===== src/rtl/ttr_pkg.sv =====
package ttr_pkg;
  typedef enum logic [1:0] {
    PH_IDLE  = 2'd0,
    PH_SYNC  = 2'd1,
    PH_ASYNC = 2'd2
  } phase_e;
endpackage


===== src/rtl/ttr_rst_sync.sv =====
module ttr_rst_sync (
  input  logic clk,
  input  logic rst_n,
  output logic rst_sync_n
);
  logic meta_q;

  always_ff @(posedge clk or negedge rst_n) begin
    if (!rst_n) begin
      meta_q     <= 1'b0;
      rst_sync_n <= 1'b0;
    end else begin
      meta_q     <= 1'b1;
      rst_sync_n <= meta_q;
    end
  end
endmodule


===== src/rtl/ttr_timer.sv =====
// Saturating time-unit counter with clear and reload-to-expired controls.
module ttr_timer #(
  parameter int unsigned TW      = 4,
  parameter int unsigned EXPIRED = 10
) (
  input  logic          clk,
  input  logic          rst_n,
  input  logic          tick,
  input  logic          clr,
  input  logic          load,
  output logic [TW-1:0] cnt_q
);
  localparam logic [TW-1:0] EXP_W = EXPIRED[TW-1:0];

  logic [TW-1:0] cnt_d;
  logic          upd;

  always_comb begin
    cnt_d = cnt_q;
    if (clr) begin
      cnt_d = '0;
    end else if (load) begin
      cnt_d = EXP_W;
    end else if (tick && (cnt_q != EXP_W)) begin
      cnt_d = cnt_q + 1'b1;
    end
  end

  assign upd = clr | load | tick;

  always_ff @(posedge clk or negedge rst_n) begin
    if (!rst_n) begin
      cnt_q <= EXP_W;
    end else if (upd) begin
      cnt_q <= cnt_d;
    end
  end
endmodule


===== src/rtl/ttr_ctrl.sv =====
// Six-state visit sequencer: phase (idle/sync/async) times timer-role select.
module ttr_ctrl
  import ttr_pkg::*;
#(
  parameter int unsigned SA   = 1,
  parameter int unsigned TRTT = 9,
  parameter int unsigned TW   = 4
) (
  input  logic          clk,
  input  logic          rst_n,
  input  logic          token_grant,
  input  logic          async_pending,
  input  logic [TW-1:0] visit_cnt,
  input  logic [TW-1:0] rot_cnt,
  output phase_e        phase_q,
  output logic          sel_q,
  output logic          release_q,
  output logic          error_q,
  output logic          clr_visit,
  output logic          load_rot
);
  localparam logic [TW-1:0] SA_W   = SA[TW-1:0];
  localparam logic [TW-1:0] TRTT_W = TRTT[TW-1:0];

  phase_e phase_d;
  logic   sel_d;
  logic   release_d;
  logic   error_d;
  logic   give_up;

  always_comb begin
    phase_d   = phase_q;
    sel_d     = sel_q;
    release_d = 1'b0;
    clr_visit = 1'b0;
    load_rot  = 1'b0;
    give_up   = 1'b0;
    unique case (phase_q)
      PH_IDLE: begin
        if (token_grant) begin
          phase_d   = PH_SYNC;
          clr_visit = 1'b1;
        end
      end
      PH_SYNC: begin
        if (visit_cnt >= SA_W) begin
          if (rot_cnt < TRTT_W) begin
            phase_d = PH_ASYNC;
          end else begin
            give_up = 1'b1;
          end
        end
      end
      PH_ASYNC: begin
        if (!async_pending || (rot_cnt >= TRTT_W)) begin
          give_up = 1'b1;
        end
      end
      default: phase_d = PH_IDLE;
    endcase
    if (give_up) begin
      phase_d   = PH_IDLE;
      sel_d     = ~sel_q;
      release_d = 1'b1;
      load_rot  = 1'b1;
    end
    error_d = error_q | (token_grant && (phase_q != PH_IDLE));
  end

  always_ff @(posedge clk or negedge rst_n) begin
    if (!rst_n) begin
      phase_q   <= PH_IDLE;
      sel_q     <= 1'b0;
      release_q <= 1'b0;
      error_q   <= 1'b0;
    end else begin
      phase_q   <= phase_d;
      sel_q     <= sel_d;
      release_q <= release_d;
      error_q   <= error_d;
    end
  end
endmodule


===== src/rtl/ttr_station.sv =====
module ttr_station
  import ttr_pkg::*;
#(
  parameter int unsigned SA   = 1,
  parameter int unsigned TRTT = 9
) (
  input  logic clk,
  input  logic rst_n,
  input  logic tick,
  input  logic token_grant,
  input  logic async_pending,
  output logic token_release,
  output logic in_idle,
  output logic in_sync,
  output logic in_async,
  output logic visit_sel,
  output logic protocol_error
);
  localparam int unsigned EXPIRED = TRTT + 1;
  localparam int unsigned TW      = $clog2(EXPIRED + 1);
  localparam int unsigned NTMR    = 2;

  logic          rst_i_n;
  logic [TW-1:0] cnt [NTMR];
  logic [TW-1:0] visit_cnt;
  logic [TW-1:0] rot_cnt;
  logic          clr_visit;
  logic          load_rot;
  phase_e        phase;

  ttr_rst_sync u_rst (
    .clk        (clk),
    .rst_n      (rst_n),
    .rst_sync_n (rst_i_n)
  );

  for (genvar i = 0; i < NTMR; i++) begin : g_tmr
    localparam logic IDX = 1'(i);
    logic clr_i;
    logic load_i;
    assign clr_i  = clr_visit && (visit_sel == IDX);
    assign load_i = load_rot  && (visit_sel != IDX);
    ttr_timer #(
      .TW      (TW),
      .EXPIRED (EXPIRED)
    ) u_tmr (
      .clk   (clk),
      .rst_n (rst_i_n),
      .tick  (tick),
      .clr   (clr_i),
      .load  (load_i),
      .cnt_q (cnt[i])
    );
  end

  assign visit_cnt = cnt[visit_sel];
  assign rot_cnt   = cnt[~visit_sel];

  ttr_ctrl #(
    .SA   (SA),
    .TRTT (TRTT),
    .TW   (TW)
  ) u_ctrl (
    .clk           (clk),
    .rst_n         (rst_i_n),
    .token_grant   (token_grant),
    .async_pending (async_pending),
    .visit_cnt     (visit_cnt),
    .rot_cnt       (rot_cnt),
    .phase_q       (phase),
    .sel_q         (visit_sel),
    .release_q     (token_release),
    .error_q       (protocol_error),
    .clr_visit     (clr_visit),
    .load_rot      (load_rot)
  );

  assign in_idle  = (phase == PH_IDLE);
  assign in_sync  = (phase == PH_SYNC);
  assign in_async = (phase == PH_ASYNC);
endmodule


===== config.mk =====
export PLATFORM = sky130hd
export DESIGN_NAME = ttr_station
export DESIGN_NICKNAME = d
export VERILOG_FILES = /design/src/rtl/ttr_pkg.sv /design/src/rtl/ttr_rst_sync.sv /design/src/rtl/ttr_timer.sv /design/src/rtl/ttr_ctrl.sv /design/src/rtl/ttr_station.sv
export SDC_FILE = /design/constraint.sdc
export NUM_CORES = 1
export LEC_CHECK = 0
export BUFFER_PORTS_ARGS = -buffer_cell sky130_fd_sc_hd__buf_2
export CAP_MARGIN = 20
export CORE_MARGIN = 2
export CORE_UTILIZATION = 49
export DETAILED_ROUTE_END_ITERATION = 7
export GPL_TIMING_DRIVEN = 0
export PLACE_DENSITY = 0.75
export SLEW_MARGIN = 40
export SYNTH_ARGS = -nofsm -noshare
export SYNTH_HDL_FRONTEND = slang
export SYNTH_SLANG_ARGS = --single-unit
export TNS_END_PERCENT = 100

===== constraint.sdc =====
create_clock -name clk -period 1.2 [get_ports clk]
set_input_delay 0.12 -clock clk [delete_from_list [all_inputs] [get_ports clk]]
set_output_delay 0.12 -clock clk [all_outputs]
set_load 0.005 [all_outputs]

# ---- Word-level counts from Yosys, hierarchy flattened
# Cells that the tools add are included.
dict set report word_totals {
  ff_bits 15
  input_bits 5
  output_inout_bits 6
  elab_cells 71
}
dict set report classes {
  n_addsub 2
  order_cmp 5
  eq_ne 8
  muxes 24
  bitwise_logic 8
  reduce_logical 16
}
# operator count
set op_table {}
lappend op_table {{$mux W4} 12}
lappend op_table {{$add A4 B1 Y4 const B} 2}
lappend op_table {{$mux W2} 4}
lappend op_table {{$ne A4 B4 Y1 const B} 2}
lappend op_table {{$logic_and A1 B1 Y1} 7}
lappend op_table {{$mux W1} 6}
lappend op_table {{$ne A3 B1 Y1 const B} 2}
lappend op_table {{$pmux W2 S3} 1}
lappend op_table {{$reduce_bool A3 Y1} 2}
lappend op_table {{$or A1 B1 Y1} 5}
lappend op_table {{$ge A2 B2 Y1 const B} 2}
lappend op_table {{$ge A4 B1 Y1 const B} 1}
lappend op_table {{$ge A4 B4 Y1 const B} 1}
lappend op_table {{$lt A4 B4 Y1 const B} 1}
lappend op_table {{$not A1 Y2} 2}
lappend op_table {{$reduce_and A2 Y1} 2}
lappend op_table {{$reduce_and A4 Y1} 1}
lappend op_table {{$ne A3 B2 Y1 const B} 1}
lappend op_table {{$eq A2 B1 Y1 const B} 1}
lappend op_table {{$eq A2 B2 Y1 const B} 1}
lappend op_table {{$logic_not A2 Y1} 1}
lappend op_table {{$ne A2 B1 Y1 const B} 1}
lappend op_table {{$pmux W1 S2} 1}
lappend op_table {{$reduce_bool A2 Y1} 1}
lappend op_table {{3 further kinds} 3}

# ---- Logic depth before layout (Yosys ltp)
dict set report depth {
  ltp_word 14
  depth_mapped 7
  ltp_nobuf 7
}

# ---- By module
# Synthesis repeated with hierarchy kept, for this count alone.
dict set report hier_totals {
  cells_unflattened 92
  area_unflattened_um2 1021.0
}
# module n_inst cells_per_inst area_each_um2 seq_area_each_um2
set modules_own_cells {}
lappend modules_own_cells {ttr_timer 2 23 247.7 102.6}
lappend modules_own_cells {ttr_ctrl 1 27 299.0 125.1}
lappend modules_own_cells {ttr_station 1 16 172.7 0.0}
lappend modules_own_cells {ttr_rst_sync 1 3 53.8 50.0}

# ---- Least setup slack after synthesis
# OpenSTA, ideal clock, no wires.
dict set report synth_timing {
  path_type {flip-flop to flip-flop}
  from {register g_tmr[0].u_tmr.cnt_q[0]}
  to {register u_ctrl.phase_q[1]}
  setup_time_ps 77
  arrival_time_ps 1567
  t_required_ps 1123
  slack_ps -444
  stages_incl_launch_ff 6
  path_buffers 0
  period_less_slack_ps 1644
  path_cell_list {dfrtp_1 -> o311ai_4 -> o21ai_2 -> o31a_1 -> or3b_1 -> a21oi_1}
}
dict set report synth_via {
  elab_chain_cells 9
  elab_cells_between_ends 20
  classes_between {3 x order compare; 4 x eq/ne; 11 x mux; 2 x reduce/logical}
}
# element line
set synth_rtl {}
lappend synth_rtl {{start, declared} ttr_timer.sv:11} ;# output logic [TW-1:0] cnt_q
lappend synth_rtl {{start signal, assigned} ttr_timer.sv:35} ;# cnt_q <= cnt_d;
lappend synth_rtl {{$mux W4 (implied by the code) (3 in series)} ttr_station.sv:57} ;# assign rot_cnt = cnt[~visit_sel];
lappend synth_rtl {{$lt A4 B4 Y1 / $ge A4 B4 Y1 (equally long branches)} {ttr_ctrl.sv:47, ttr_ctrl.sv:55}}
lappend synth_rtl {{$mux W1 / $logic_or A1 B1 Y1 (equally long branches)} {ttr_ctrl.sv:47, ttr_ctrl.sv:55}}
lappend synth_rtl {{$mux W1 (on tied branches)} {ttr_ctrl.sv:46, ttr_ctrl.sv:55}}
lappend synth_rtl {{$pmux W1 S2} ttr_ctrl.sv:38} ;# unique case (phase_q)
lappend synth_rtl {{$ne A3 B1 Y1 (no line), or another cell as far along} n/a}
lappend synth_rtl {{$reduce_and A4 Y1 (no line)} n/a}
lappend synth_rtl {{end signal, assigned} ttr_ctrl.sv:77} ;# phase_q <= phase_d;
lappend synth_rtl {{end, declared} ttr_ctrl.sv:15} ;# output phase_e phase_q,
# Parallel ways exist; a longest one is shown, timed or not. The select of a mux whose other input is x is not followed.
# A chain may end at the register's enable or synchronous reset.

# ---- Final worst setup path
dict set report layout_timing {
  from {register g_tmr[1].u_tmr.cnt_q[0]}
  to {register g_tmr[0].u_tmr.cnt_q[0]}
}
dict set report layout_via {
  elab_chain_cells 12
  elab_cells_between_ends 22
  classes_between {3 x order compare; 13 x mux; 2 x bitwise; 4 x reduce/logical}
}
# element line
set layout_rtl {}
lappend layout_rtl {{start, declared} ttr_timer.sv:11}
lappend layout_rtl {{start signal, assigned} ttr_timer.sv:35}
lappend layout_rtl {{$mux W4 (implied by the code) (3 in series)} ttr_station.sv:57}
lappend layout_rtl {{$lt A4 B4 Y1 / $ge A4 B4 Y1 (equally long branches)} {ttr_ctrl.sv:47, ttr_ctrl.sv:55}}
lappend layout_rtl {{$mux W1 / $logic_or A1 B1 Y1 (equally long branches)} {ttr_ctrl.sv:47, ttr_ctrl.sv:55}}
lappend layout_rtl {{$mux W1 (on tied branches)} {ttr_ctrl.sv:46, ttr_ctrl.sv:55}}
lappend layout_rtl {{$pmux W1 S2 (*)} ttr_ctrl.sv:38}
lappend layout_rtl {{$mux W1 (*)} ttr_ctrl.sv:61} ;# if (give_up) begin
lappend layout_rtl {{net load_rot} ttr_station.sv:28} ;# logic load_rot;
lappend layout_rtl {{$logic_and A1 B1 Y1 (*)} ttr_station.sv:42} ;# assign load_i = load_rot && (visit_sel != IDX);
lappend layout_rtl {{$or A1 B1 Y1 (2 in series)} ttr_timer.sv:29} ;# assign upd = clr | load | tick;
lappend layout_rtl {{$reduce_and A2 Y1 (no line)} n/a}
# Mark *: on every way through the listed nets, which the timed path passes. The rest lies on a longest branch. The select of a mux whose other input is x is not followed.

==> impl_metrics.json <==
{
  "outcome": "complete, but fails checks",
  "violations": "negative setup slack",
  "relSlewSlack": 0.644,
  "switchingPower_mw": 1.19,
  "rsz0062_at_grt": "yes",
  "cp_top_family": "compound AO/OA/AOI/OAI gates",
  "postLayoutCellArea_sq_um": 1200,
  "r2r-start": "g_tmr[1].u_tmr.cnt_q[0]$_DFFE_PN0P_",
  "synth_cell_types": 28,
  "ctsHtreeMaxLevel": 1,
  "synth_area_sq_um": 901,
  "clkPwrFrac": 0.105,
  "power_mw": 2.86,
  "crit_fanout": 10,
  "switching_share": 0.414,
  "gp_congestion": 0.840,
  "grt_max_degree": 14,
  "setup_slack_ns": -0.502,
  "synthCells": 88,
  "final_util": 0.697,
  "cts_tree": "done",
  "critPathArrivalTime_ns": 1.90,
  "hpwl_microns": 1230,
  "worstSetupStartpointType": "flop",
  "crit_chain": "nor4_4 > o32ai_1 > o211ai_1 > nand2_1 > buf_6 > a211oi_1",
  "hold_violations": 0,
  "cp-startpoint": "g_tmr[1].u_tmr.cnt_q[0]$_DFFE_PN0P_",
  "hp-class": "in2reg",
  "fin_skew_ns": 0.00364,
  "dr.first_iter.drc_count": 6,
  "cpPeakStageDelay_ns": 0.47,
  "r2r-end": "g_tmr[0].u_tmr.cnt_q[0]$_DFFE_PN0P_",
  "worstMarginPinSlew_ns": 0.534,
  "power_density_nw_per_um2": 2380,
  "p_leak_nw": 0.511,
  "endpoint_kind": "flop",
  "fmax_mhz": 587,
  "die_w_microns": 46.9,
  "cts_sinks": 15,
  "grt_overflow_total": 0,
  "cpMaxStageDelayCell": "dfrtp_2",
  "worstSkewPairLatency_ns": 0.29,
  "reg2regPathDepth": 6,
  "final_nets": 126,
  "clockBufferDepth": 2,
  "grt_pass1_vias": 707,
  "rows": 15,
  "place_ws_ns": -0.552,
  "critPathBufInv": 1,
  "area_delta_synth_final_pct": 33.6,
  "maxCapViolCount": 0,
  "wl_per_cell_microns": 13.7,
  "drc_errors": 0,
  "ys_ff_latch": 15,
  "synth_top_area_share": 0.306,
  "core-area_sq_um": 1730,
  "fin_crit_sh": 1.42,
  "initial_core_util": 0.522,
  "cp.depth": 6,
  "r2r_setup_slack_ns": -0.50,
  "min_period_ns": 1.70,
  "vias": 725,
  "wl_microns": 1880,
  "syn-num-nets": 100,
  "power.internal_mw": 1.68,
  "dr.pass1.iters": 4,
  "combinationalPowerShare": 0.541,
  "cts_buffers": 3,
  "cts_root_buf": "clkbuf_4",
  "io_buffer_count": 10,
  "cp.required_ns": 1.40,
  "synth_top_area_cell": "dfrtp_1",
  "endpoint": "g_tmr[0].u_tmr.cnt_q[0]$_DFFE_PN0P_",
  "worstSetupPathType": "reg2reg",
  "dieArea_sq_um": 2200,
  "sequentialPowerShare": 0.355,
  "slew_viol_final": 0,
  "via_per_inst": 5.25,
  "drive_gt1_frac": 0.398,
  "setup_violations": 15,
  "postRouteAntennaNets": 0,
  "grt_antenna_before_repair": 0,
  "syn_avg_cell_area_sq_um": 10.2,
  "synthTopCellsByArea": "dfrtp_1 (31%), dfstp_2 (12%), ha_1 (9.7%)",
  "fp.dieH_microns": 46.9,
  "antenna_cells": 0,
  "pin_count": 11,
  "synth-warning-count": 0,
  "grtUsageTotal": 0.205,
  "yosysSeqAreaShare": 0.422,
  "peakVddDrop_mv": 1.59,
  "clkTransAtPathRegs_ns": 0.10,
  "whs_ns": 0.0839,
  "placed_cell_area_sq_um": 988,
  "fillers": 130,
  "grt_pass1_wl_microns": 3080
}
## layer usage
layer / share of wire / track usage / vias to the layer above
li1: - / - / 367
met4: 0.0058 / 0.0667 / 0
met5: 0 / 0 / -
met2: 0.50 / 0.334 / 8
met3: 0.029 / 0.0577 / 2
met1: 0.46 / 0.264 / 348
## stage by stage
| stage | std cells | setup TNS [ns] |
|---|---|---|
| after detailed placement | 123 | -5.46 |
| after floorplan | 88 | -3.91 |
| after global placement | 123 | -5.43 |
| final | 138 | -5.42 |
| after CTS | 138 | -5.18 |
| after global routing | 138 | -6.83 |
## worst register-to-register path, stage by stage (launching register included)
cell	delay (ns)
dfrtp_2	0.47
nor4_4	0.31
o32ai_1	0.12
o211ai_1	0.21
nand2_1	0.12
buf_6	0.16
a211oi_1	0.23
## power by group through the flow
stage / logic (mW) / clock network [mW] / registers [mW]
final: 1.55 / 0.300 / 1.01
after global routing: 1.69 / 0.337 / 1.05
after CTS: 1.52 / 0.311 / 1.00
after detailed placement: 1.10 / 0 / 0.984
after global placement: 1.07 / 0 / 0.970
after floorplan: 0.858 / 0 / 0.932
## cell usage after synthesis
cell type	number
a211oi_1	4
a21o_1	1
a21oi_1	3
a2bb2oi_1	4
and2_1	1
buf_2	2
conb_1	1
dfrtp_1	11
dfstp_2	4
ha_1	7
inv_1	9
mux2i_1	3
nand2_1	10
nand4_1	2
nor2_1	2
nor3_1	1
nor3b_1	4
nor4_1	1
o211ai_1	3
o21ai_0	3
o21ai_2	1
o21bai_1	1
o311ai_4	1
o31a_1	1
o31ai_2	1
o32ai_1	1
or3b_1	1
xnor2_1	5
## flip-flops by register name, indices dropped and copies added, names as in the netlist
register and count:
u_rst.rst_sync_n 1, u_rst.meta_q 1, u_ctrl.error_q 1, u_ctrl.sel_q 1, g_tmr.u_tmr.cnt_q 8, u_ctrl.release_q 1
u_ctrl.phase_q 2
## cells by family after synthesis
family,after synthesis,share of synthesized area
AOI/OAI and AO/OA,24,0.219
and+or+nand+nor,22,0.126
DFF,15,0.422
buffers and inverters,11,0.0486
adders and majority gates,7,0.0972
xor gates and xnor gates,5,0.0486
muxes,3,0.0333
other,1,0.00416
## worst min path at each step
| stage | slack, ns | depth (start not counted) | start | endpoint |
|---|---|---|---|---|
| finish | 0.08 | 2 | token_grant | u_ctrl.error_q$_DFF_PN0_ |
| global route | 0.07 | 2 | token_grant | u_ctrl.error_q$_DFF_PN0_ |
| global placement | -0.1 | 1 | rst_n | u_rst.rst_sync_n$_DFF_PN0_ |
| detailed placement | -0.09 | 1 | rst_n | u_rst.meta_q$_DFF_PN0_ |
| floorplan | -0.18 | 0 | rst_n | u_rst.meta_q$_DFF_PN0_ |
| CTS | 0.07 | 2 | token_grant | u_ctrl.error_q$_DFF_PN0_ |
## layout by cell type, fill, tap and decap left out, drive strengths merged
master and n:
clkinv 1, o211ai 3, dfstp 4, clkbuf 3, dlygate4sd3 1, o32ai 1
or3b 1, nor2 2, inv 9, o21ai 4, dfrtp 11, nand2 10
a21o 1, buf 22, a211oi 4, nor4 1, and2 1, o21bai 1
nor3 1, o31a 1, xnor2 5, a21oi 3, o31ai 1, o311ai 1
nor3b 4, conb 1, mux2i 3, a2bb2oi 4, ha 7, nand4 2
## cell type report
cell class | instances | area (sq um) | share of cell area
Multi-Input combinational cell | 62 | 551 | 0.457
Sequential cell | 15 | 384 | 0.319
Timing Repair Buffer | 21 | 160 | 0.133
Inverter | 9 | 33.8 | 0.0281
Tap cell | 25 | 31.3 | 0.0260
Clock buffer | 3 | 22.5 | 0.0187
Buffer | 2 | 16.3 | 0.0135
Clock inverter | 1 | 5.00 | 0.00416
## repair_timing
item | in CTS | in global routing
endpoints found under the setup margin | 15 | 15
buffers inserted | 10 | 0
pin swaps | 5 | 1
endpoints found under the hold margin | 2 | 0
resized for setup | 19 | 1
hold buffers | 1 | 0
Note: power is estimated with default switching activity, not from simulation.
